**src/rtl/gpx_pkg.sv**
```systemverilog
package gpx_pkg;
    // Register pointer codes; the host selects registers by these values.
    localparam int unsigned SEL_IN  = 0;
    localparam int unsigned SEL_OUT = 1;
    localparam int unsigned SEL_POL = 2;
    localparam int unsigned SEL_DIR = 3;
endpackage

```
**src/rtl/gpx_sync.sv**
```systemverilog
module gpx_sync #(
    parameter int W      = 8,
    parameter int STAGES = 2
) (
    input  logic         clk,
    input  logic [W-1:0] async_in,
    output logic [W-1:0] sync_out
);
    logic [W-1:0] stage_q [STAGES];

    always_ff @(posedge clk) stage_q[0] <= async_in;

    for (genvar s = 1; s < STAGES; s++) begin : g_chain
        always_ff @(posedge clk) stage_q[s] <= stage_q[s-1];
    end

    assign sync_out = stage_q[STAGES-1];
endmodule

```
**src/rtl/gpx_regfile.sv**
```systemverilog
module gpx_regfile
    import gpx_pkg::*;
#(
    parameter int W = 8
) (
    input  logic         clk,
    input  logic         rst,
    input  logic         host_start,
    input  logic         host_wr,
    input  logic [W-1:0] host_wdata,
    input  logic         host_rd,
    input  logic [W-1:0] in_sync,
    output logic [W-1:0] rd_data,
    output logic         snap_load,
    output logic [W-1:0] ptr_q,
    output logic         want_ptr_q,
    output logic [W-1:0] out_q,
    output logic [W-1:0] pol_q,
    output logic [W-1:0] dir_q
);
    localparam logic [W-1:0] P_IN  = W'(SEL_IN);
    localparam logic [W-1:0] P_OUT = W'(SEL_OUT);
    localparam logic [W-1:0] P_POL = W'(SEL_POL);
    localparam logic [W-1:0] P_DIR = W'(SEL_DIR);

    typedef struct packed {
        logic [W-1:0] ptr;
        logic         want_ptr;
        logic [W-1:0] out;
        logic [W-1:0] pol;
        logic [W-1:0] dir;
    } regs_t;

    regs_t r_d, r_q;

    always_comb begin
        r_d = r_q;
        if (host_start) begin
            r_d.want_ptr = 1'b1;
        end else if (host_wr) begin
            if (r_q.want_ptr) begin
                r_d.ptr      = host_wdata;
                r_d.want_ptr = 1'b0;
            end else if (r_q.ptr == P_OUT) begin
                r_d.out = host_wdata;
            end else if (r_q.ptr == P_POL) begin
                r_d.pol = host_wdata;
            end else if (r_q.ptr == P_DIR) begin
                r_d.dir = host_wdata;
            end
        end
    end

    always_ff @(posedge clk) begin
        if (rst) begin
            r_q.ptr      <= '0;
            r_q.want_ptr <= 1'b1;
            r_q.out      <= '1;
            r_q.pol      <= '0;
            r_q.dir      <= '1;
        end else begin
            r_q <= r_d;
        end
    end

    always_comb begin
        if (r_q.ptr == P_IN)       rd_data = in_sync ^ r_q.pol;
        else if (r_q.ptr == P_OUT) rd_data = r_q.out;
        else if (r_q.ptr == P_POL) rd_data = r_q.pol;
        else if (r_q.ptr == P_DIR) rd_data = r_q.dir;
        else                       rd_data = '0;
    end

    assign snap_load  = host_rd && (r_q.ptr == P_IN);
    assign ptr_q      = r_q.ptr;
    assign want_ptr_q = r_q.want_ptr;
    assign out_q      = r_q.out;
    assign pol_q      = r_q.pol;
    assign dir_q      = r_q.dir;
endmodule

```
**src/rtl/gpx_irq.sv**
```systemverilog
module gpx_irq #(
    parameter int W = 8
) (
    input  logic         clk,
    input  logic         rst,
    input  logic [W-1:0] in_sync,
    input  logic [W-1:0] dir,
    input  logic         snap_load,
    output logic [W-1:0] snap_q,
    output logic         int_n
);
    typedef struct packed {
        logic [W-1:0] snap;
    } irq_t;

    irq_t s_d, s_q;

    always_comb begin
        s_d = s_q;
        if (snap_load) s_d.snap = in_sync;
    end

    always_ff @(posedge clk) begin
        if (rst) s_q.snap <= in_sync;
        else     s_q      <= s_d;
    end

    assign snap_q = s_q.snap;
    assign int_n  = ~|((in_sync ^ s_q.snap) & dir);
endmodule

```
**src/rtl/gpio_expander_core.sv**
```systemverilog
module gpio_expander_core #(
    parameter int W           = 8,
    parameter int SYNC_STAGES = 2
) (
    input  logic         clk,
    input  logic         rst,
    input  logic         host_start,
    input  logic         host_wr,
    input  logic [W-1:0] host_wdata,
    input  logic         host_rd,
    output logic [W-1:0] host_rdata,
    input  logic [W-1:0] pin_in,
    output logic [W-1:0] pin_out,
    output logic [W-1:0] pin_oe,
    output logic         int_n
);
    logic [W-1:0] in_sync;
    logic         snap_load;
    logic [W-1:0] ptr_q, out_q, pol_q, dir_q, snap_q;
    logic         want_ptr_q;

    gpx_sync #(.W(W), .STAGES(SYNC_STAGES)) u_sync (
        .clk      (clk),
        .async_in (pin_in),
        .sync_out (in_sync)
    );

    gpx_regfile #(.W(W)) u_regs (
        .clk        (clk),
        .rst        (rst),
        .host_start (host_start),
        .host_wr    (host_wr),
        .host_wdata (host_wdata),
        .host_rd    (host_rd),
        .in_sync    (in_sync),
        .rd_data    (host_rdata),
        .snap_load  (snap_load),
        .ptr_q      (ptr_q),
        .want_ptr_q (want_ptr_q),
        .out_q      (out_q),
        .pol_q      (pol_q),
        .dir_q      (dir_q)
    );

    gpx_irq #(.W(W)) u_irq (
        .clk       (clk),
        .rst       (rst),
        .in_sync   (in_sync),
        .dir       (dir_q),
        .snap_load (snap_load),
        .snap_q    (snap_q),
        .int_n     (int_n)
    );

    assign pin_out = out_q;
    assign pin_oe  = ~dir_q;
endmodule

```
**config.mk**
```make
export PLATFORM = sky130hd
export DESIGN_NAME = gpio_expander_core
export DESIGN_NICKNAME = d
export VERILOG_FILES = /design/src/rtl/gpx_pkg.sv /design/src/rtl/gpx_sync.sv /design/src/rtl/gpx_regfile.sv /design/src/rtl/gpx_irq.sv /design/src/rtl/gpio_expander_core.sv
export SDC_FILE = /design/constraint.sdc
export NUM_CORES = 1
export LEC_CHECK = 0
export BUFFER_PORTS_ARGS = -buffer_cell sky130_fd_sc_hd__buf_2
export CORE_ASPECT_RATIO = 0.9
export CORE_UTILIZATION = 53
export CTS_CLUSTER_SIZE = 20
export DETAILED_ROUTE_END_ITERATION = 8
export HOLD_SLACK_MARGIN = 0.1
export MAX_ROUTING_LAYER = met4
export PLACE_DENSITY = 0.77
export SYNTH_ARGS = -nofsm -noshare
export SYNTH_HDL_FRONTEND = slang
export SYNTH_SLANG_ARGS = --single-unit
export TNS_END_PERCENT = 20
```
**constraint.sdc**
```tcl
create_clock -name clk -period 2 [get_ports clk]
set_clock_uncertainty 0.1 [all_clocks]
set_input_delay 0.3 -clock clk [delete_from_list [all_inputs] [get_ports clk]]
set_output_delay 0.3 -clock clk [all_outputs]
set_load 0.01 [all_outputs]
```
Word level (Yosys, flattened, before mapping) --
Memories as Yosys holds them, arrays and structs flattened. Cells that the tools add are included.
Cells by class: equality and inequality tests 3, multiplexer cells 6, bitwise operators 8, reduce and logical (&&, ||, !) cells 10
Operators with widths (number):
- 2-to-1 mux 8 bit | 6
- == test 8 x 2 -> 1 bit, second input constant | 2
- XOR 8 bit | 2
- AND 8 bit | 1
- == test 8 x 1 -> 1 bit, second input constant | 1
- zero test 8 bit | 1
- inverter 8 bit | 1
- OR reduction 8 bit | 1
- AND reduction 6 bit | 1
- AND reduction 5 bit | 1
- inverter 1 bit | 4
- AND reduction 4 bit | 1
- AND reduction 3 bit | 1
- nonzero test 2 bit | 1
- OR reduction 2 bit | 1
- logical AND 1 bit | 1
- zero test 1 bit | 1
Word-level totals: bits in registers 41, memory bits (writable) 16, input bits 21, logic and storage cells 34, memories kept 1
Memory list:
- u_sync.stage_q | words 2, bits a word 8, rd ports 2, clocked after Yosys merged registers in 0, write ports 2, line gpx_sync.sv:9 | logic [W-1:0] stage_q [STAGES];

Logic depth before layout (Yosys ltp) --
Gate-level depths: netlist of the first run.
depth after elaboration 5, mapped depth 5, depth with buffers taken out 4

Cells and area by module --
Synthesis of the first run repeated with hierarchy kept, for this count alone.
Second synthesis, totals: cell total of the unflattened synthesis 250, area total of the unflattened synthesis 2523.7 um^2
By module, submodules not included:
- gpx_regfile | instances 1, cells an instance 196, area each 1757.9 um^2
- gpx_sync | instances 1, cells an instance 24, area each 380.4 um^2
- gpx_irq | instances 1, cells an instance 22, area each 355.3 um^2
- gpio_expander_core | instances 1, cells an instance 8, area each 30.0 um^2

Worst setup path after synthesis of the first run --
No wires, ideal clock.
path type flip-flop to flip-flop, from register u_regs.r_q (netlist bit u_regs.ptr_q[3]), to register, netlist name u_regs.dir_q[1], data arrival time 1.438 ns, data required time 1.779 ns, slack 0.341 ns, stages on the path, launching flop included 6, cell sequence dfxtp_1 -> nor4_4 -> nand2_4 -> or3_1 -> buf_6 -> mux2i_1
On the way: cells in the longest elaborated chain, start to end 3, elaborated cells on any way between the ends 6, classes of those cells eq/ne: 3; bitwise: 2; reduce/logical: 1
RTL lines:
- from (decl) | line gpx_regfile.sv:34 | regs_t r_d, r_q;
- from (signal assigned) | line gpx_regfile.sv:62 | r_q <= r_d;
- == test 8 x 1 -> 1 bit / == test 8 x 2 -> 1 bit (equally long branches) | line gpx_regfile.sv:44, gpx_regfile.sv:46
- inverter 1 bit (no source line)
- AND reduction 6 bit (no source line) (*)
Mark *: on every way between the ends. The rest lies on a longest branch, timed or not. A chain may end at the register's enable or synchronous reset.

Worst setup path after layout of the first run --
from register u_regs.r_q (netlist bit u_regs.ptr_q[3]), to output port host_rdata[2]
On the way: cells in the longest elaborated chain, start to end 5, elaborated cells on any way between the ends 8, classes of those cells eq/ne: 3; mux: 4; reduce/logical: 1
RTL lines:
- == test 8 x 2 -> 1 bit | line gpx_regfile.sv:70 | else if (r_q.ptr == P_DIR) rd_data = r_q.dir;
- 2-to-1 mux 8 bit | line gpx_regfile.sv:70
- 2-to-1 mux 8 bit | line gpx_regfile.sv:69 | else if (r_q.ptr == P_POL) rd_data = r_q.pol;
- 2-to-1 mux 8 bit | line gpx_regfile.sv:68 | else if (r_q.ptr == P_OUT) rd_data = r_q.out;
- 2-to-1 mux 8 bit (*) | line gpx_regfile.sv:67 | if (r_q.ptr == P_IN) rd_data = in_sync ^ r_q.pol;
- to (decl) | line gpio_expander_core.sv:11 | output logic [W-1:0] host_rdata,
Marks and branches as above.

==> impl_metrics.py, run 1 <==
metrics = {
    "clock_network": {
        "cts_tree": "built",
        "clk_latency_ps": 330,
        "clk_pin_slew_ps": 60,
        "htree_levels": 3,
        "cts_root_buf": "clkbuf_8",
        "clk_path_buf_depth": 2,
        "cts.sinks": 57,
        "cts_buffers": 9,
    },
    "run_status": {
        "run_status": "finished, violations left",
        "violations": "negative setup slack",
    },
    "placed_design": {
        "dp_hpwl_mm": 3.41,
        "place_area_sq_um": 2620,
        "dp_slack_ps": 228,
        "port_buffers": 45,
        "placed_cells": 307,
        "gp_congestion": 0.797,
    },
    "timing": {
        "fin_ws_ps": -16.4,
        "maxSlewViolCount": 0,
        "fmax_mhz": 496,
        "slew-limit-headroom_pct": 64.9,
        "final-hold-violation-count": 0,
        "fin_crit_ps": 2020,
        "rsz0062_at_grt": "yes",
        "layout_worst_path_cycle_share_pct": 101,
        "worst_slew_pin_slew_ps": 524,
        "fin_tns_setup_ps": -21.8,
        "report.final.setup_viol": 2,
    },
    "logic_synthesis": {
        "syn_inst": 215,
        "synth.avg_cell_area_sq_um": 10.7,
        "synth-seq-cells": 57,
        "synthesis.nets": 236,
        "async_reset_ff_share_pct": 0,
        "ys.flop_type": "dfxtp_1",
        "ys_seq_area_share_pct": 53.0,
        "synth_area_sq_um": 2300,
        "ys_warn_count": 0,
        "yosysUniqueCellTypes": 25,
        "synth_edf_count": 8,
    },
    "setup_path": {
        "crit_buf_inv": 2,
        "r2r_end": "u_regs.out_q[3]",
        "crit_family": "simple AND/OR/NAND/NOR gates",
        "crit_chain": "nor4_4 > nand2_4 > buf_4 > nor2_1 > buf_2",
        "max_stage_delay_ps": 400,
        "worst_setup_path_end_kind": "primary output",
        "r2r_setup_slack_ps": 110,
        "crit_path_start_kind": "flop",
        "worst_r2r_path_depth": 7,
        "worstPathArrival_ps": 1620,
        "path_max_fanout": 5,
        "path_class": "reg -> out",
        "rr_startpoint": "u_regs.ptr_q[3]",
        "critPathSlowestCell": "nor4_4",
        "cp_data_required_time_ps": 1600,
    },
    "detailed_routing": {
        "vias": 1745,
        "drtIter0Drc": 89,
        "drcViolationCount": 0,
        "routed_via_density": 5.18,
        "routed_wl_mm": 5.13,
        "antenna_left": 0,
        "drtPass1Iterations": 4,
        "wl_per_cell_um": 15.2,
    },
    "power": {
        "p_leak_nw": 1.44,
        "power.density_nw_per_um2": 885,
        "peakVddDrop_uv": 575,
    },
    "finish": {
        "multi_input_area_sq_um": 1050,
        "fill_cells": 306,
        "layout-drive-gt1-share_pct": 33.6,
        "fin_area_sq_um": 3030,
        "nNetsFinal": 305,
        "utilization_pct": 73.5,
        "num_antenna_cells": 0,
        "syn2layout_area_growth_pct": 31.8,
        "instances_no_fill": 337,
        "seq_area_sq_um": 1230,
    },
    "floorplanning": {
        "fp-row-count": 22,
        "dieArea_sq_um": 4610,
        "io_pins": 46,
        "die_y_um": 64.5,
        "die_w_um": 71.5,
        "start_util_pct": 55.8,
        "core_sq_um": 4130,
    },
    "global_routing": {
        "antenna_found_initial": 0,
        "grt_pass1_wl_mm": 7.99,
        "grt-ovfl-total": 0,
        "first_global_vias": 1610,
        "grt_max_degree": 23,
        "track_usage_pct": 24.6,
    },
    "job": {
        "drv_cap": 0,
    },
    "min_path": {
        "holdCritStartpoint": "host_start",
        "hold_class": "in -> reg",
        "hold_depth": 3,
        "hold_end": "u_regs.want_ptr_q",
    },
}
[logic make-up (layout without fill, tap and decap cells)]
kind of cell / Yosys count / after routing / share of synthesized area [%]
AOI/OAI and AO/OA: 9 / 9 / 2.77
xor gates and xnor gates: 16 / 16 / 6.09
buffers and inverters: 20 / 93 / 3.59
DFF: 57 / 57 / 53.0
muxes: 45 / 45 / 19.8
and+or+nand+nor: 68 / 69 / 14.7
[layout by cell type (no fill, tap or decap), types with 2 or more instances in the layout]
| master | count |
|---|---|
| edfxtp_1 | 8 |
| xnor2_1 | 15 |
| mux2_2 | 5 |
| buf_2 | 45 |
| clkbuf_8 | 11 |
| dlygate4sd3_1 | 8 |
| mux2i_1 | 40 |
| o22ai_1 | 4 |
| inv_1 | 11 |
| buf_4 | 11 |
| nand2b_1 | 7 |
| clkbuf_16 | 2 |
| clkinv_2 | 2 |
| dfxtp_2 | 4 |
| nand2_4 | 2 |
| nor2_1 | 50 |
| dfxtp_1 | 44 |
| a211oi_2 | 2 |
[how the worst max path moves through the flow]
stage | start | endpoint | slack (ps) | cells past startpoint
floorplan | u_regs.ptr_q[3] | u_regs.dir_q[1] | 340 | 5
global placement | u_regs.ptr_q[3] | u_regs.dir_q[1] | 260 | 4
detailed placement | u_regs.ptr_q[3] | u_regs.dir_q[7] | 230 | 4
CTS | u_regs.ptr_q[1] | host_rdata[6] | -20 | 6
global route | u_regs.ptr_q[3] | host_rdata[6] | -100 | 4
finish | u_regs.ptr_q[3] | host_rdata[2] | -20 | 5
[metal layers]
| metal | share of wire, % | wire length [um] | track usage, % | up-vias |
|---|---|---|---|---|
| met5 | 0 | 0 | - | - |
| met4 | 1.4 | 71 | 7.35 | 0 |
| met3 | 6.5 | 331 | 9.49 | 9 |
| met2 | 48 | 2450 | 38.3 | 59 |
| met1 | 44 | 2280 | 29.7 | 813 |
| li1 | - | - | - | 864 |
[stage by stage]
stage               total power [mW]  hold slack (ps)
detailed placement              1.50              212
finish                          2.69              119
CTS                             2.67              109
global placement                1.49              210
global route                    2.80              106
floorplan                       1.40              210
[Yosys cell counts (3+ instances only)]
cell type  number  area share (%)
mux2i_1        40              17
dfxtp_1        49              43
nand2b_1        8             2.2
o22ai_1         4             1.1
clkbuf_1        7             1.1
xnor2_1        16             6.1
nor2_1         50             8.2
edfxtp_1        8              10
mux2_2          5             2.4
a211oi_1        3            0.98
inv_1          11             1.8
[power breakdown]
part / total (mW) / internal, mW / switching, mW
combinational: 0.293 / 0.142 / 0.151
clock: 1.16 / 0.714 / 0.445
sequential: 1.23 / 1.21 / 0.0276
[layout make-up]
type	instances	area share, %
flip-flops and latches	57	40.5
repair buffers	66	14.3
clock inverters	4	1.57
multi-input cells	139	34.5
inverters	11	1.36
well taps	48	1.98
clock buffers	12	5.81
[state kept, by name (all words and copies together) (netlist names)]
name	flops
u_sync.stage_q	16
u_irq.snap_q	8
u_regs.dir_q	8
u_regs.out_q	8
u_regs.pol_q	8
u_regs.ptr_q	8
u_regs.want_ptr_q	1
[repair_timing]
action                     in CTS  in global routing
gates resized for setup         2                 11
hold buffers                    8                  0
gates cloned                    0                  2
setup endpoints to repair       5                  9
hold endpoints to repair        8                  0
pin swaps                       1                  8
setup buffers                   1                  4
[worst reg2reg max path, cell delays in order (launching register included)]
cell	delay, ps
dfxtp_2	330
nor4_4	400
buf_4	190
nand2_4	60
buf_4	150
nor3_4	190
buf_4	200
mux2i_1	200
Power figures use the tool's default switching activity.
==> inputs of run 2 (changes only) <==
--- a/config.mk
+++ b/config.mk
@@ -5,6 +5,7 @@
 export SDC_FILE = /design/constraint.sdc
 export NUM_CORES = 1
 export LEC_CHECK = 0
+export ABC_AREA = 1
 export BUFFER_PORTS_ARGS = -buffer_cell sky130_fd_sc_hd__buf_2
 export CORE_ASPECT_RATIO = 0.9
 export CORE_UTILIZATION = 53
@@ -12,7 +13,7 @@
 export DETAILED_ROUTE_END_ITERATION = 8
 export HOLD_SLACK_MARGIN = 0.1
 export MAX_ROUTING_LAYER = met4
-export PLACE_DENSITY = 0.77
+export PLACE_DENSITY = 0.79
 export SYNTH_ARGS = -nofsm -noshare
 export SYNTH_HDL_FRONTEND = slang
 export SYNTH_SLANG_ARGS = --single-unit
==> run 2 against run 1 <==
Net effect: highest routed layer unchanged; the flow now finishes without violations; synthesized area rose by 2.1%; first-iteration DRC count rose by 36%; setup slack improved by 52 ps; via count rose by 25%; cell count rose by 25%; fmax rose by 2.7%; global-route usage rose by 2.2 points; critical path depth rose by 1; non-clock buffer count rose by 3.
==> impl_metrics.py, run 2 <==
metrics = {
    "run_status": {
        "run_status": "completed",
    },
    "detailed_routing": {
        "antenna_left": 0,
        "drtPass1Iterations": 5,
        "routed_via_density": 5.18,
        "routed_wl_mm": 5.67,
        "drcViolationCount": 0,
        "wl_per_cell_um": 13.5,
        "drtIter0Drc": 121,
        "vias": 2174,
    },
    "logic_synthesis": {
        "async_reset_ff_share_pct": 0,
        "synth_top_area_share_pct": 41.7,
        "ys_top_cells_by_count": "69 x nand2_1, 49 x dfxtp_1, 30 x nand3_1, 21 x inv_1, 20 x a21oi_1",
        "synth-seq-cells": 57,
        "ys_seq_area_share_pct": 52.0,
        "syn_inst": 283,
        "synth_most_common_cell": "nand2_1",
        "yosysTopAreaCell": "dfxtp_1",
        "synth.avg_cell_area_sq_um": 8.30,
        "synth_area_sq_um": 2350,
        "ys_warn_count": 0,
        "yosysUniqueCellTypes": 26,
        "synth_edf_count": 8,
        "synthesis.nets": 304,
        "synth.area.top_cells": "dfxtp_1 42%, nand2_1 11%, edfxtp_1 10%, nand3_1 6.4%, nand4_1 4.5%",
        "ys.flop_type": "dfxtp_1",
    },
    "setup_path": {
        "startpoint": "u_regs.ptr_q[2]",
        "worst_r2r_path_depth": 9,
        "cp_data_required_time_ps": 1600,
        "crit_buf_inv": 2,
        "worstPathArrival_ps": 1560,
        "rr_startpoint": "u_regs.ptr_q[7]",
        "crit_family": "simple AND/OR/NAND/NOR gates",
        "r2r_setup_slack_ps": 290,
        "max_stage_delay_ps": 330,
        "worst_setup_path_end_kind": "primary output",
        "critPathSlowestCell": "dfxtp_2",
        "path_class": "reg -> out",
        "path_common_cell": "nor2_4",
        "path_max_fanout": 5,
        "r2r_end": "u_regs.dir_q[3]",
        "endpoint": "host_rdata[3]",
        "cp.depth": 6,
        "crit_chain": "nor2_4 > inv_1 > nor2_4 > nand3_1 > nand4_1 > buf_2",
        "crit_path_start_kind": "flop",
    },
    "finish": {
        "num_antenna_cells": 0,
        "largest_reg_flops": 16,
        "syn2layout_area_growth_pct": 30.0,
        "layout-drive-gt1-share_pct": 26.4,
        "final_common_cell": "nand2_1",
        "nNetsFinal": 376,
        "fill_cells": 313,
        "multi_input_area_sq_um": 1030,
        "seq_area_sq_um": 1220,
        "mostFrequentLayoutCells": "69 x nand2_1, 46 x dfxtp_1, 45 x buf_2",
        "largest_register": "u_sync.stage_q",
    },
    "power": {
        "switching_share_pct": 25.6,
        "p_leak_nw": 1.47,
        "power.internal_mw": 1.84,
        "power.density_nw_per_um2": 811,
        "peakVddDrop_uv": 879,
        "comb_power_share_pct": 12.0,
        "power_frac_clock_pct": 38.0,
        "p_seq_share_pct": 50.0,
        "p_sw_mw": 0.635,
    },
    "timing": {
        "fin_crit_ps": 1960,
        "fmax_mhz": 509,
        "final-hold-violation-count": 0,
        "layout_worst_path_cycle_share_pct": 98.2,
        "slew-limit-headroom_pct": 67.0,
        "report.final.setup_viol": 0,
        "maxSlewViolCount": 0,
        "worst_slew_pin_slew_ps": 494,
        "fin_tns_setup_ps": 0,
        "hold_ws_ps": 122,
    },
    "global_routing": {
        "grt_max_degree": 25,
        "grtUsageMet1_pct": 31.5,
        "use_met2_pct": 42.2,
        "grt_use_met3_pct": 7.36,
        "grt_pass1_wl_mm": 9.05,
        "first_global_vias": 2076,
        "grt-ovfl-total": 0,
        "antenna_found_initial": 0,
        "track_usage_pct": 26.8,
        "grt.busiest_layer": "met2",
    },
    "clock_network": {
        "clk_path_buf_depth": 2,
        "cts_tree": "built",
        "htree_levels": 3,
        "clk_pin_slew_ps": 60,
        "cts_buffers": 9,
        "clk_latency_ps": 340,
        "cts.sinks": 57,
        "cts_root_buf": "clkbuf_8",
    },
    "floorplanning": {
        "die_w_um": 72.2,
        "dieArea_sq_um": 4700,
        "die_y_um": 65.2,
        "core_sq_um": 4160,
        "start_util_pct": 56.5,
        "io_pins": 46,
        "fp-row-count": 22,
    },
    "min_path": {
        "hold_depth": 3,
        "hold_class": "in -> reg",
    },
    "placed_design": {
        "port_buffers": 45,
        "dp_hpwl_mm": 3.62,
        "gp_congestion": 0.832,
    },
    "job": {
        "drv_cap": 0,
    },
}
==> run 2: worst min-delay path: stages <==
cell,delay [ps]
buf_2,120
nand2_1,60
nand3_1,50
==> run 2: repair_timing <==
action | CTS | global route
hold buffers | 9 | 0
cloned | 0 | 2
pin swaps | 1 | 8
resized for setup | 2 | 14
hold endpoints to repair | 9 | 0
setup endpoints to repair | 8 | 8
buffers inserted | 3 | 5
==> run 2: final cells by class <==
type                       instances  area share, %
tap                               60           2.46
timing repair buffer              69           15.2
clock buffer                      13           5.20
clock inverter                     3          0.491
sequential                        57           40.1
multi-input combinational        195           33.6
inverter                          23           2.95
==> run 2: stage by stage <==
step | utilization (%) | total power, mW | cell area [sq um] | setup WS, ps | std cells
2_1_floorplan | - | 1.41 | 2350 | 504 | 283
3_3_place_gp | 63.6 | 1.50 | 2640 | 364 | 385
3_5_place_dp | 63.6 | 1.50 | 2640 | 333 | 385
4_1_cts | 70.7 | 2.46 | 2940 | -0.327 | 413
5_1_grt | 73.5 | 2.58 | 3060 | -28.0 | 420
6_report | 73.5 | 2.48 | 3060 | 36.1 | 420
==> run 2: routing by layer <==
layer / share of wire, % / vias up
li1: - / 1093
met1: 46 / 1005
met2: 47 / 60
met3: 4.8 / 16
met4: 2.4 / 0
met5: 0 / -
==> run 2: worst min path at each step <==
stage / startpoint / endpoint / slack (ps)
6_report: host_wdata[0] / u_regs.out_q[0] / 120
3_3_place_gp: u_sync.stage_q[0][6] / u_sync.stage_q[0][14] / 210
4_1_cts: host_wdata[2] / u_regs.out_q[2] / 110
5_1_grt: host_wdata[0] / u_regs.out_q[0] / 130
3_5_place_dp: u_sync.stage_q[0][0] / u_sync.stage_q[0][8] / 210
2_1_floorplan: u_sync.stage_q[0][2] / u_sync.stage_q[0][10] / 210
==> run 2: power by group through the flow <==
stage | combinational, mW | sequential (mW) | clock, mW
finish | 0.297 | 1.24 | 0.942
global route | 0.328 | 1.24 | 1.01
CTS | 0.265 | 1.24 | 0.962
detailed placement | 0.244 | 1.26 | 0
global placement | 0.240 | 1.26 | 0
floorplan | 0.157 | 1.25 | 0
==> run 2: cell families after synthesis <==
logic type | Yosys count | synth area share [%]
buffers and inverters | 32 | 5.91
xor gates and xnor gates | 7 | 2.61
DFF | 57 | 52.0
and+or+nand+nor | 154 | 32.4
AOI/OAI and AO/OA | 33 | 7.14
